[src/rtl/clk_trim_pkg.sv]
package clk_trim_pkg;

    localparam int DEF_SRC_PER_TICK  = 128;
    localparam int DEF_TRIM_W        = 5;
    localparam int DEF_GROUP_TICKS   = 4;
    localparam int DEF_TICKS_PER_SEC = 256;

    typedef enum logic {
        MON_FAST = 1'b0,
        MON_SLOW = 1'b1
    } mon_src_e;

    // Signed correction in source clocks for a trim code of the given width.
    // Codes with the top bit clear give +1 upward; codes with it set count
    // down from zero at the all-ones code.
    function automatic int trim_to_delta(input int unsigned code, input int width);
        int unsigned top;
        top = (code >> (width - 1)) & 1;
        if (top != 0)
            return int'(code) - ((1 << width) - 1);
        else
            return int'(code) + 1;
    endfunction

endpackage

[src/rtl/trim_cfg_regs.sv]
module trim_cfg_regs
    import clk_trim_pkg::*;
#(
    parameter int TRIM_W = DEF_TRIM_W,
    localparam int CFG_W = TRIM_W + 3
) (
    input  logic              clk,
    input  logic              rst,
    input  logic              cfg_we,
    input  logic [CFG_W-1:0]  cfg_wdata,
    input  logic              apply,
    output logic [TRIM_W-1:0] trim_q,
    output mon_src_e          mon_src,
    output logic              mon_en,
    output logic              pending
);

    logic trig_wr;
    assign trig_wr = cfg_we && cfg_wdata[TRIM_W];

    always_ff @(posedge clk) begin
        if (rst) begin
            trim_q  <= '0;
            mon_src <= MON_FAST;
            mon_en  <= 1'b0;
        end else if (cfg_we) begin
            trim_q  <= cfg_wdata[TRIM_W-1:0];
            mon_src <= mon_src_e'(cfg_wdata[TRIM_W+1]);
            mon_en  <= cfg_wdata[TRIM_W+2];
        end
    end

    // A trigger seen while a request is outstanding is dropped.
    always_ff @(posedge clk) begin
        if (rst)
            pending <= 1'b0;
        else if (pending)
            pending <= !apply;
        else
            pending <= trig_wr;
    end

endmodule

[src/rtl/trim_prescaler.sv]
module trim_prescaler
    import clk_trim_pkg::*;
#(
    parameter int SRC_PER_TICK = DEF_SRC_PER_TICK,
    parameter int TRIM_W       = DEF_TRIM_W,
    parameter int GROUP_TICKS  = DEF_GROUP_TICKS,
    localparam int PH_W        = $clog2(SRC_PER_TICK + (1 << (TRIM_W - 1)) + 1),
    localparam int GRP_W       = $clog2(GROUP_TICKS),
    localparam int HALF        = SRC_PER_TICK / 2
) (
    input  logic              clk,
    input  logic              rst,
    input  logic              pending,
    input  logic [TRIM_W-1:0] trim_q,
    output logic              tick,
    output logic              apply,
    output logic              phase_hi
);

    typedef struct packed {
        logic [PH_W-1:0]  ph;
        logic [PH_W-1:0]  len;
        logic [GRP_W-1:0] sub;
    } pre_state_t;

    pre_state_t st, st_n;
    logic [PH_W-1:0] len_base, len_corr;
    logic            last_in_group;

    assign len_base      = PH_W'(SRC_PER_TICK);
    assign len_corr      = PH_W'(SRC_PER_TICK + trim_to_delta(int'(trim_q), TRIM_W));
    assign tick          = (st.ph == st.len - PH_W'(1));
    assign last_in_group = (st.sub == GRP_W'(GROUP_TICKS - 1));
    assign apply         = tick && last_in_group && pending;
    assign phase_hi      = (st.ph < PH_W'(HALF));

    always_comb begin
        st_n = st;
        if (tick) begin
            st_n.ph  = '0;
            st_n.sub = last_in_group ? '0 : st.sub + 1'b1;
            st_n.len = apply ? len_corr : len_base;
        end else begin
            st_n.ph = st.ph + 1'b1;
        end
    end

    always_ff @(posedge clk) begin
        if (rst) begin
            st.ph  <= '0;
            st.len <= len_base;
            st.sub <= '0;
        end else begin
            st <= st_n;
        end
    end

endmodule

[src/rtl/sec_divider.sv]
module sec_divider
    import clk_trim_pkg::*;
#(
    parameter int TICKS_PER_SEC = DEF_TICKS_PER_SEC,
    localparam int SEC_W        = $clog2(TICKS_PER_SEC)
) (
    input  logic clk,
    input  logic rst,
    input  logic tick_in,
    output logic sec_tick,
    output logic sec_hi
);

    logic [SEC_W-1:0] cnt;
    logic             at_last;

    assign at_last  = (cnt == SEC_W'(TICKS_PER_SEC - 1));
    assign sec_tick = tick_in && at_last;
    assign sec_hi   = (cnt < SEC_W'(TICKS_PER_SEC / 2));

    always_ff @(posedge clk) begin
        if (rst)
            cnt <= '0;
        else if (tick_in)
            cnt <= at_last ? '0 : cnt + 1'b1;
    end

endmodule

[src/rtl/clk_trim_divider.sv]
module clk_trim_divider
    import clk_trim_pkg::*;
#(
    parameter int SRC_PER_TICK  = DEF_SRC_PER_TICK,
    parameter int TRIM_W        = DEF_TRIM_W,
    parameter int GROUP_TICKS   = DEF_GROUP_TICKS,
    parameter int TICKS_PER_SEC = DEF_TICKS_PER_SEC,
    localparam int CFG_W        = TRIM_W + 3
) (
    input  logic             clk,
    input  logic             rst,
    input  logic             cfg_we,
    input  logic [CFG_W-1:0] cfg_wdata,
    output logic             tick_256,
    output logic             tick_1,
    output logic             mon_out
);

    logic [TRIM_W-1:0] trim_q;
    mon_src_e          mon_src;
    logic              mon_en;
    logic              pending;
    logic              apply;
    logic              fast_hi;
    logic              slow_hi;
    logic              mon_next;

    trim_cfg_regs #(.TRIM_W(TRIM_W)) u_cfg (
        .clk       (clk),
        .rst       (rst),
        .cfg_we    (cfg_we),
        .cfg_wdata (cfg_wdata),
        .apply     (apply),
        .trim_q    (trim_q),
        .mon_src   (mon_src),
        .mon_en    (mon_en),
        .pending   (pending)
    );

    trim_prescaler #(
        .SRC_PER_TICK (SRC_PER_TICK),
        .TRIM_W       (TRIM_W),
        .GROUP_TICKS  (GROUP_TICKS)
    ) u_pre (
        .clk      (clk),
        .rst      (rst),
        .pending  (pending),
        .trim_q   (trim_q),
        .tick     (tick_256),
        .apply    (apply),
        .phase_hi (fast_hi)
    );

    sec_divider #(.TICKS_PER_SEC(TICKS_PER_SEC)) u_sec (
        .clk      (clk),
        .rst      (rst),
        .tick_in  (tick_256),
        .sec_tick (tick_1),
        .sec_hi   (slow_hi)
    );

    always_comb begin
        mon_next = 1'b0;
        if (mon_en) begin
            case (mon_src)
                MON_FAST: mon_next = fast_hi;
                MON_SLOW: mon_next = slow_hi;
                default:  mon_next = 1'b0;
            endcase
        end
    end

    always_ff @(posedge clk) begin
        if (rst)
            mon_out <= 1'b0;
        else
            mon_out <= mon_next;
    end

endmodule

[config.mk]
export PLATFORM = sky130hd
export DESIGN_NAME = clk_trim_divider
export DESIGN_NICKNAME = d
export VERILOG_FILES = /design/src/rtl/clk_trim_pkg.sv /design/src/rtl/trim_cfg_regs.sv /design/src/rtl/trim_prescaler.sv /design/src/rtl/sec_divider.sv /design/src/rtl/clk_trim_divider.sv
export SDC_FILE = /design/constraint.sdc
export NUM_CORES = 1
export LEC_CHECK = 0
export ABC_AREA = 1
export ABC_CLOCK_PERIOD_IN_PS = 2360
export BUFFER_PORTS_ARGS = -buffer_cell sky130_fd_sc_hd__buf_2
export CORE_MARGIN = 5
export CORE_UTILIZATION = 50
export DETAILED_ROUTE_END_ITERATION = 10
export PLACE_DENSITY = 0.68
export RECOVER_POWER = 100
export SLEW_MARGIN = 25
export SYNTH_ARGS = -nofsm -noshare
export SYNTH_HDL_FRONTEND = slang
export SYNTH_SLANG_ARGS = --single-unit
[constraint.sdc]
create_clock -name clk -period 2.36 [get_ports clk]
set_input_delay 0.59 -clock clk [delete_from_list [all_inputs] [get_ports clk]]
set_output_delay 0.59 -clock clk [all_outputs]
set_load 0.005 [all_outputs]
==> impl_metrics.tcl, run 1 <==
set metrics [dict create \
    status "complete, no violations" \
    slew_violations 0 \
    pwr-share-clk_pct 37.6 \
    leakage_uw 0.00105 \
    switching_share_pct 23.2 \
    grt_max_degree 19 \
    drive_gt1_share_pct 20.9 \
    combPwrFrac_pct 5.7 \
    clock.fmax_mhz 424 \
    die_area_mm2 0.00526 \
    synth-compound-area-share_pct 8.00 \
    crit_path_end_kind "primary output" \
    cts_tree "built" \
    cts_max_level 2 \
    crit_slowest_cell "dfxtp_2" \
    vias_per_cell 4.77 \
    yosysTopAreaCellShare_pct 35.8 \
    antenna_found_initial 0 \
    cp_cell_sequence "inv_2 -> ha_4 -> inv_2 -> nand2_2 -> nand2_1 -> nor2_2 -> nand2_1 -> nor2_2 -> nand3_2 -> nor2_4 -> nand2_2 -> inv_1 -> buf_2" \
    path_class "flip-flop to primary output" \
    use_met2_pct 25.6 \
    hp-class "flip-flop to flip-flop" \
    setup_ws_ns 0.000478 \
    post-place-ws_ns 0.126 \
    drtPass1Iterations 4 \
    drc 0 \
    grt_pass1_wl_um 6620 \
    initial_core_util_pct 52.6 \
    critical_path_peak_fanout 3 \
    grtUsageMet3_pct 4.29 \
    synthXorXnorAreaFrac_pct 8.00 \
    portBuffers 13 \
    grt_overflow 0 \
    critPathArrivalTime_ns 1.77 \
    yosysSeqAreaShare_pct 35.8 \
    yosysTopAreaCell "dfxtp_1" \
    io_pins 14 \
    die_y_um 72.5 \
    cts_root_buf "clkbuf_8" \
    crit_required_ns 1.77 \
    internal_power_uw 837 \
    critPathMaxStageDelay_ns 0.34 \
    grt_pass1_vias 1542 \
    cts_buffers 5 \
    path_buf_inv 4 \
    dp_hpwl_um 2740 \
    grt-busiest-layer "met2" \
    syn-num-nets 297 \
    timing.final.crit_share_pct 100 \
    met1_usage_pct 20.2 \
    clk_latency_ns 0.28 \
    powerDensity_mw_per_mm2 484 \
    wl_per_cell_um 10.4 \
    max_slew.worst_pin.slew_ns 0.655 \
    synth-seq-cells 35 \
    core-area_mm2 0.00372 \
    die_w_um 72.5 \
    cpLargestDelayFamily "simple AND/OR/NAND/NOR gates" \
    utilization_pct 60.5 \
    relSlewSlack_pct 56.3 \
    netlist_instances 280 \
    p_seq_share_pct 56.7 \
    syn_area_mm2 0.00196 \
    drt_wl_total_um 3700 \
    dr.first_iter.drc_count 55 \
    track_usage_pct 15.7 \
    ys.flop_type "dfxtp_1" \
    rows 22 \
    cts_hold_buf 0 \
    synth_cell_types 28 \
    avgSynthCellArea_um2 6.98 \
    ir_worst_vdd_uv 454 \
    num-fill-cells 365 \
    async_flop_share_pct 0 \
    synth_mux_area_share_pct 0 \
    num_vias 1690 \
    grt_setup_unrepaired "yes" \
    nNetsFinal 322 \
    power.switching_uw 252 \
    clock_sinks 35 \
    setup.worst_path.start_class "flip-flop" \
    antennaDiodeCount 0 \
    finClkSkew_ns 0.00450 \
    yosys_warnings 0 \
    globalplace.congestion 0.814 \
    synth_fa_ha_area_share_pct 3.84 \
    post-route-min-period_ns 2.36 \
    clkTransAtPathRegs_ns 0.07 \
    synth_area_leaders "dfxtp_1 (36%), nand2_1 (12%), nor2_1 (8.4%), inv_1 (6.7%), xor2_1 (4.9%)" \
    setup_tns_ns 0 \
    clockBufferDepth 2 \
    setup_viol 0 \
    synth_edf_count 0 \
    synthSimpleGateAreaFrac_pct 35.1 \
    area.growth.synth_to_final_pct 15.0 \
    ant_nets 0 \
    synth_top_family_by_area "simple AND/OR/NAND/NOR gates" \
    finalHoldViolations 0 \
    cap_violations 0 \
]
==> path summary, 6_finish.rpt <==
path	start	end	slack [ns]	cells after the start
setup / recovery	u_pre.st[2]	tick_1	0.0005	13
hold / removal	u_cfg.mon_en	mon_out	0.47	2
setup reg to reg	u_pre.st[2]	u_pre.st[5]	0.41	14
hold reg to reg	u_cfg.mon_en	mon_out	0.47	2
==> routing by layer <==
metal / routed length (um) / vias to the layer above / share of wire [%]
li1: - / 932 / -
met1: 1890 / 734 / 51
met2: 1640 / 20 / 44
met3: 132 / 4 / 3.6
met4: 36 / 0 / 0.97
met5: 0 / - / 0
==> timing repair <==
| item | CTS | global route |
|---|---|---|
| pin swaps | 8 | 2 |
| setup buffers | 2 | 3 |
| endpoints found under the setup margin | 2 | 2 |
| gates resized for setup | 11 | 7 |
==> metrics by stage <==
stage	cells	instance area [um2]	hold WS, ns	total power [uW]
finish	354	2250	0.467	1090
global route	354	2250	0.514	1140
CTS	351	2210	0.471	1100
detailed placement	341	2090	0.454	692
global placement	341	2090	0.456	691
floorplan	280	1960	0.428	670
==> logic make-up after synthesis <==
family                     count (synthesis)
adders and majority gates                  6
DFF                                       35
AOI/OAI and AO/OA                         25
buffers and inverters                     44
xor gates and xnor gates                  17
and+or+nand+nor                          153
==> power by group through the flow <==
stage	Sequential, uW	Combinational (uW)	Clock, uW
after floorplan	628	42.1	0
after global placement	630	60.1	0
after detailed placement	631	60.5	0
after CTS	617	62.0	423
after global routing	620	72.2	449
final	617	61.9	410
==> synthesized netlist by cell type, drive strengths merged (3+ instances only) <==
cell type	n
inv	37
nand2	72
nor2	47
xor2	12
nand4	10
xnor2	5
clkbuf	3
nor3	4
ha	6
dfxtp	35
o21ai	13
a21oi	10
buf	3
nand3	18
==> layout make-up <==
cell class | instances | area [um2] | area share, %
Clock buffer | 7 | 76.3 | 3.39
Clock inverter | 1 | 5.00 | 0.222
Inverter | 38 | 143 | 6.34
Multi-Input combinational cell | 201 | 1110 | 49.3
Sequential cell | 35 | 706 | 31.4
Tap cell | 48 | 60.1 | 2.67
Timing Repair Buffer | 24 | 151 | 6.73
==> state kept, by name, indices dropped and copies added, names as in the netlist <==
| name | count |
|---|---|
| u_cfg.mon_src | 1 |
| u_pre.st | 18 |
| u_sec.cnt | 8 |
| mon_out | 1 |
| u_cfg.mon_en | 1 |
| u_cfg.pending | 1 |
| u_cfg.trim_q | 5 |
==> worst register-to-register path, stage by stage (launching register included) <==
cell and delay, ns:
dfxtp_2 0.34, inv_2 0.05, ha_4 0.26, inv_2 0.03, nand2_2 0.04, nand2_1 0.06
nor2_2 0.10, buf_4 0.11, nand4_1 0.08, nor2_1 0.14, nand3_2 0.08, nand2_1 0.29
inv_2 0.13, nand2_1 0.09, nand2_1 0.04
==> layout by cell type, fill, tap and decap left out, drive strengths merged <==
cell type	netlist	layout
nand2	72	72
nor2	47	47
inv	37	37
dfxtp	35	35
buf	3	21
nand3	18	18
o21ai	13	13
xor2	12	12
nand4	10	10
a21oi	10	10
clkbuf	3	10
ha	6	6
xnor2	5	5
nor3	4	4
clkinv	1	2
or2	1	1
nand3b	1	1
a211oi	1	1
o31ai	1	1
Power figures use the tool's default switching activity.
==> run 2, diff against run 1 <==
--- a/config.mk
+++ b/config.mk
@@ -10,10 +10,12 @@
 export BUFFER_PORTS_ARGS = -buffer_cell sky130_fd_sc_hd__buf_2
 export CORE_MARGIN = 5
 export CORE_UTILIZATION = 50
+export CTS_CLUSTER_SIZE = 12
 export DETAILED_ROUTE_END_ITERATION = 10
 export PLACE_DENSITY = 0.68
 export RECOVER_POWER = 100
 export SLEW_MARGIN = 25
 export SYNTH_ARGS = -nofsm -noshare
 export SYNTH_HDL_FRONTEND = slang
+export SYNTH_HIERARCHICAL = 1
 export SYNTH_SLANG_ARGS = --single-unit
==> run 2 against run 1 <==
Against the previous run: the flow now finishes with violations (setup timing); largest cell class unchanged; clock-buffer cell count unchanged; maximum frequency down 1.9%; register-to-register slack worse by 0.32 ns; flip-flop and latch count unchanged; cell area up 6.3%; critical endpoint unchanged; sequential share of layout area down 2.0 points; routed wire length up 14%; clock skew down 0.0022 ns; first-iteration DRC count up 100%; non-clock buffer count up 1; synthesized cell count up 9.3%; die area up 4.5%.
==> impl_metrics.tcl, run 2 <==
set metrics [dict create \
    cts_tree "built" \
    synthSimpleGateAreaFrac_pct 44.1 \
    critPathArrivalTime_ns 1.82 \
    nNetsFinal 352 \
    critPathMaxStageDelay_ns 0.33 \
    crit_slowest_cell "dfxtp_2" \
    die_area_mm2 0.00550 \
    timing.final.crit_share_pct 102 \
    finalHoldViolations 0 \
    hp-class "flip-flop to flip-flop" \
    regMostFlops "u_pre/st" \
    critical_path_peak_fanout 3 \
    synth-compound-area-share_pct 2.13 \
    path_class "flip-flop to primary output" \
    yosys_warnings 6 \
    drive_gt1_share_pct 21.4 \
    synth_commonest_cells "nand2_1 (97), inv_1 (44), nor2_1 (42)" \
    max_slew.worst_pin.slew_ns 0.521 \
    cap_violations 0 \
    powerDensity_mw_per_mm2 467 \
    slew_violations 0 \
    cts_root_buf "clkbuf_8" \
    final_common_cell "nand2_1" \
    grt_max_degree 16 \
    grt_overflow 0 \
    dp_hpwl_um 3000 \
    crit_top_cell "nor2_2" \
    synthXorXnorAreaFrac_pct 5.96 \
    met1_usage_pct 21.9 \
    synth_area_leaders "dfxtp_1 (34%), nand2_1 (18%), inv_1 (8.0%), nor2_1 (7.7%), xor2_1 (4.3%)" \
    antennaDiodeCount 0 \
    finClkSkew_ns 0.00226 \
    setup_tns_ns -0.0697 \
    io_pins 14 \
    rows 23 \
    num_vias 1835 \
    cts_buffers 5 \
    globalplace.congestion 0.922 \
    violations "setup timing" \
    yosysTopAreaCell "dfxtp_1" \
    setup_ws_ns -0.0462 \
    track_usage_pct 16.9 \
    crit_required_ns 1.77 \
    cp_cell_sequence "buf_4 -> nor2_4 -> nand2_2 -> nor2_2 -> nand2_1 -> nand3_1 -> nand3_2 -> nor2_8 -> inv_2 -> nor2_2 -> buf_2" \
    antenna_found_initial 0 \
    dpl-instance-area_mm2 0.00218 \
    setup.worst_path.start_class "flip-flop" \
    status "finished with violations" \
    ir_worst_vdd_uv 400 \
    stdcell_area_mm2 0.00239 \
    grt_pass1_vias 1604 \
    avgSynthCellArea_um2 6.73 \
    use_met2_pct 26.3 \
    die_y_um 74.2 \
    grtUsageMet3_pct 3.51 \
    drtPass1Iterations 4 \
    leakage_uw 0.00119 \
    async_flop_share_pct 0 \
    clock_sinks 35 \
    reg_top3 "u_pre/st x18, u_sec/cnt x8, u_cfg/trim_q x5" \
    drt_wl_total_um 4210 \
    yosysTopAreaCellShare_pct 34.0 \
    setup_viol 2 \
    ant_nets 0 \
    ys.flop_type "dfxtp_1" \
    area.growth.synth_to_final_pct 16.2 \
    largest_reg_flops 18 \
    relSlewSlack_pct 65.3 \
    wl_per_cell_um 10.9 \
    grt_setup_unrepaired "yes" \
    syn_area_mm2 0.00206 \
    synth_edf_count 0 \
    synth_top_family_by_area "simple AND/OR/NAND/NOR gates" \
    core-area_mm2 0.00400 \
    clk_latency_ns 0.28 \
    portBuffers 13 \
    die_w_um 74.2 \
    synth_cell_types 27 \
    drc 0 \
    crit_path_end_kind "primary output" \
    synth-seq-cells 35 \
    initial_core_util_pct 51.5 \
    syn-num-nets 323 \
    clock.fmax_mhz 416 \
    synth_mux_area_share_pct 0 \
    vias_per_cell 4.75 \
    dr.first_iter.drc_count 112 \
    clkTransAtPathRegs_ns 0.07 \
    yosysMostFrequentCell "nand2_1" \
    yosysSeqAreaShare_pct 34.0 \
    grt_pass1_wl_um 7080 \
    grt-busiest-layer "met2" \
    mostFrequentLayoutCells "nand2_1 (94), inv_1 (41), nor2_1 (39)" \
    synth_fa_ha_area_share_pct 3.65 \
    netlist_instances 306 \
    post-route-min-period_ns 2.41 \
    cts_max_level 2 \
    clockBufferDepth 2 \
]
-- run 2: critical path: cells and delay by family, from the launching register on --
family                 cells  cell delay [ns]
buffers and inverters      3             0.30
DFF                        1             0.33
and+or+nand+nor            8             0.89
-- run 2: through the flow --
| stage | cells | utilization [%] | power (uW) | worst slack, ns | hold slack, ns |
|---|---|---|---|---|---|
| 5_1_grt | 386 | 59.8 | 1180 | -0.169 | 0.478 |
| 3_5_place_dp | 368 | 54.5 | 713 | 0.106 | 0.443 |
| 3_3_place_gp | 368 | 54.5 | 711 | 0.163 | 0.441 |
| 4_1_cts | 384 | 58.8 | 1140 | -0.113 | 0.457 |
| 6_report | 386 | 59.8 | 1120 | -0.0462 | 0.448 |
| 2_1_floorplan | 306 | - | 690 | 0.0941 | 0.430 |
-- run 2: repair_timing --
action	CTS	global route
buffers inserted	8	2
resized for setup	11	8
hold buffers	0	0
setup endpoints to repair	2	7
pin swaps	7	3
-- run 2: layer usage --
layer  vias to the layer above  wire [um]
met5                         -          0
met4                         0         89
met3                         8        171
met2                        35       1950
met1                       804       2000
li1                        988          -
-- run 2: worst paths after layout --
| path | start | end | slack (ns) | cells past startpoint |
|---|---|---|---|---|
| max | u_pre/st[3] | tick_1 | -0.05 | 11 |
| min | u_cfg/mon_en | mon_out | 0.45 | 2 |
| max reg2reg | u_pre/st[3] | u_sec/cnt[7] | 0.09 | 15 |
| min reg2reg | u_cfg/mon_en | mon_out | 0.45 | 2 |
-- run 2: layout make-up --
type                       count  area [um2]
tap                           50        62.6
clock buffer                   7        76.3
timing repair buffer          25         160
sequential                    35         703
multi-input combinational    220        1190
inverter                      48         190
clock inverter                 1        5.00
fill                         385        1610
-- run 2: where the power goes --
group	switching, uW	internal (uW)	leakage, uW
clock network	210	207	0.0000422
logic	47.2	33.2	0.000861
registers	15.4	605	0.000286
-- run 2: kinds of logic after synthesis --
| kind of cell | Yosys count |
|---|---|
| compound gates | 8 |
| flops | 35 |
| fa+ha+maj | 6 |
| simple gates | 192 |
| buf+inv | 51 |
| xor+xnor | 14 |
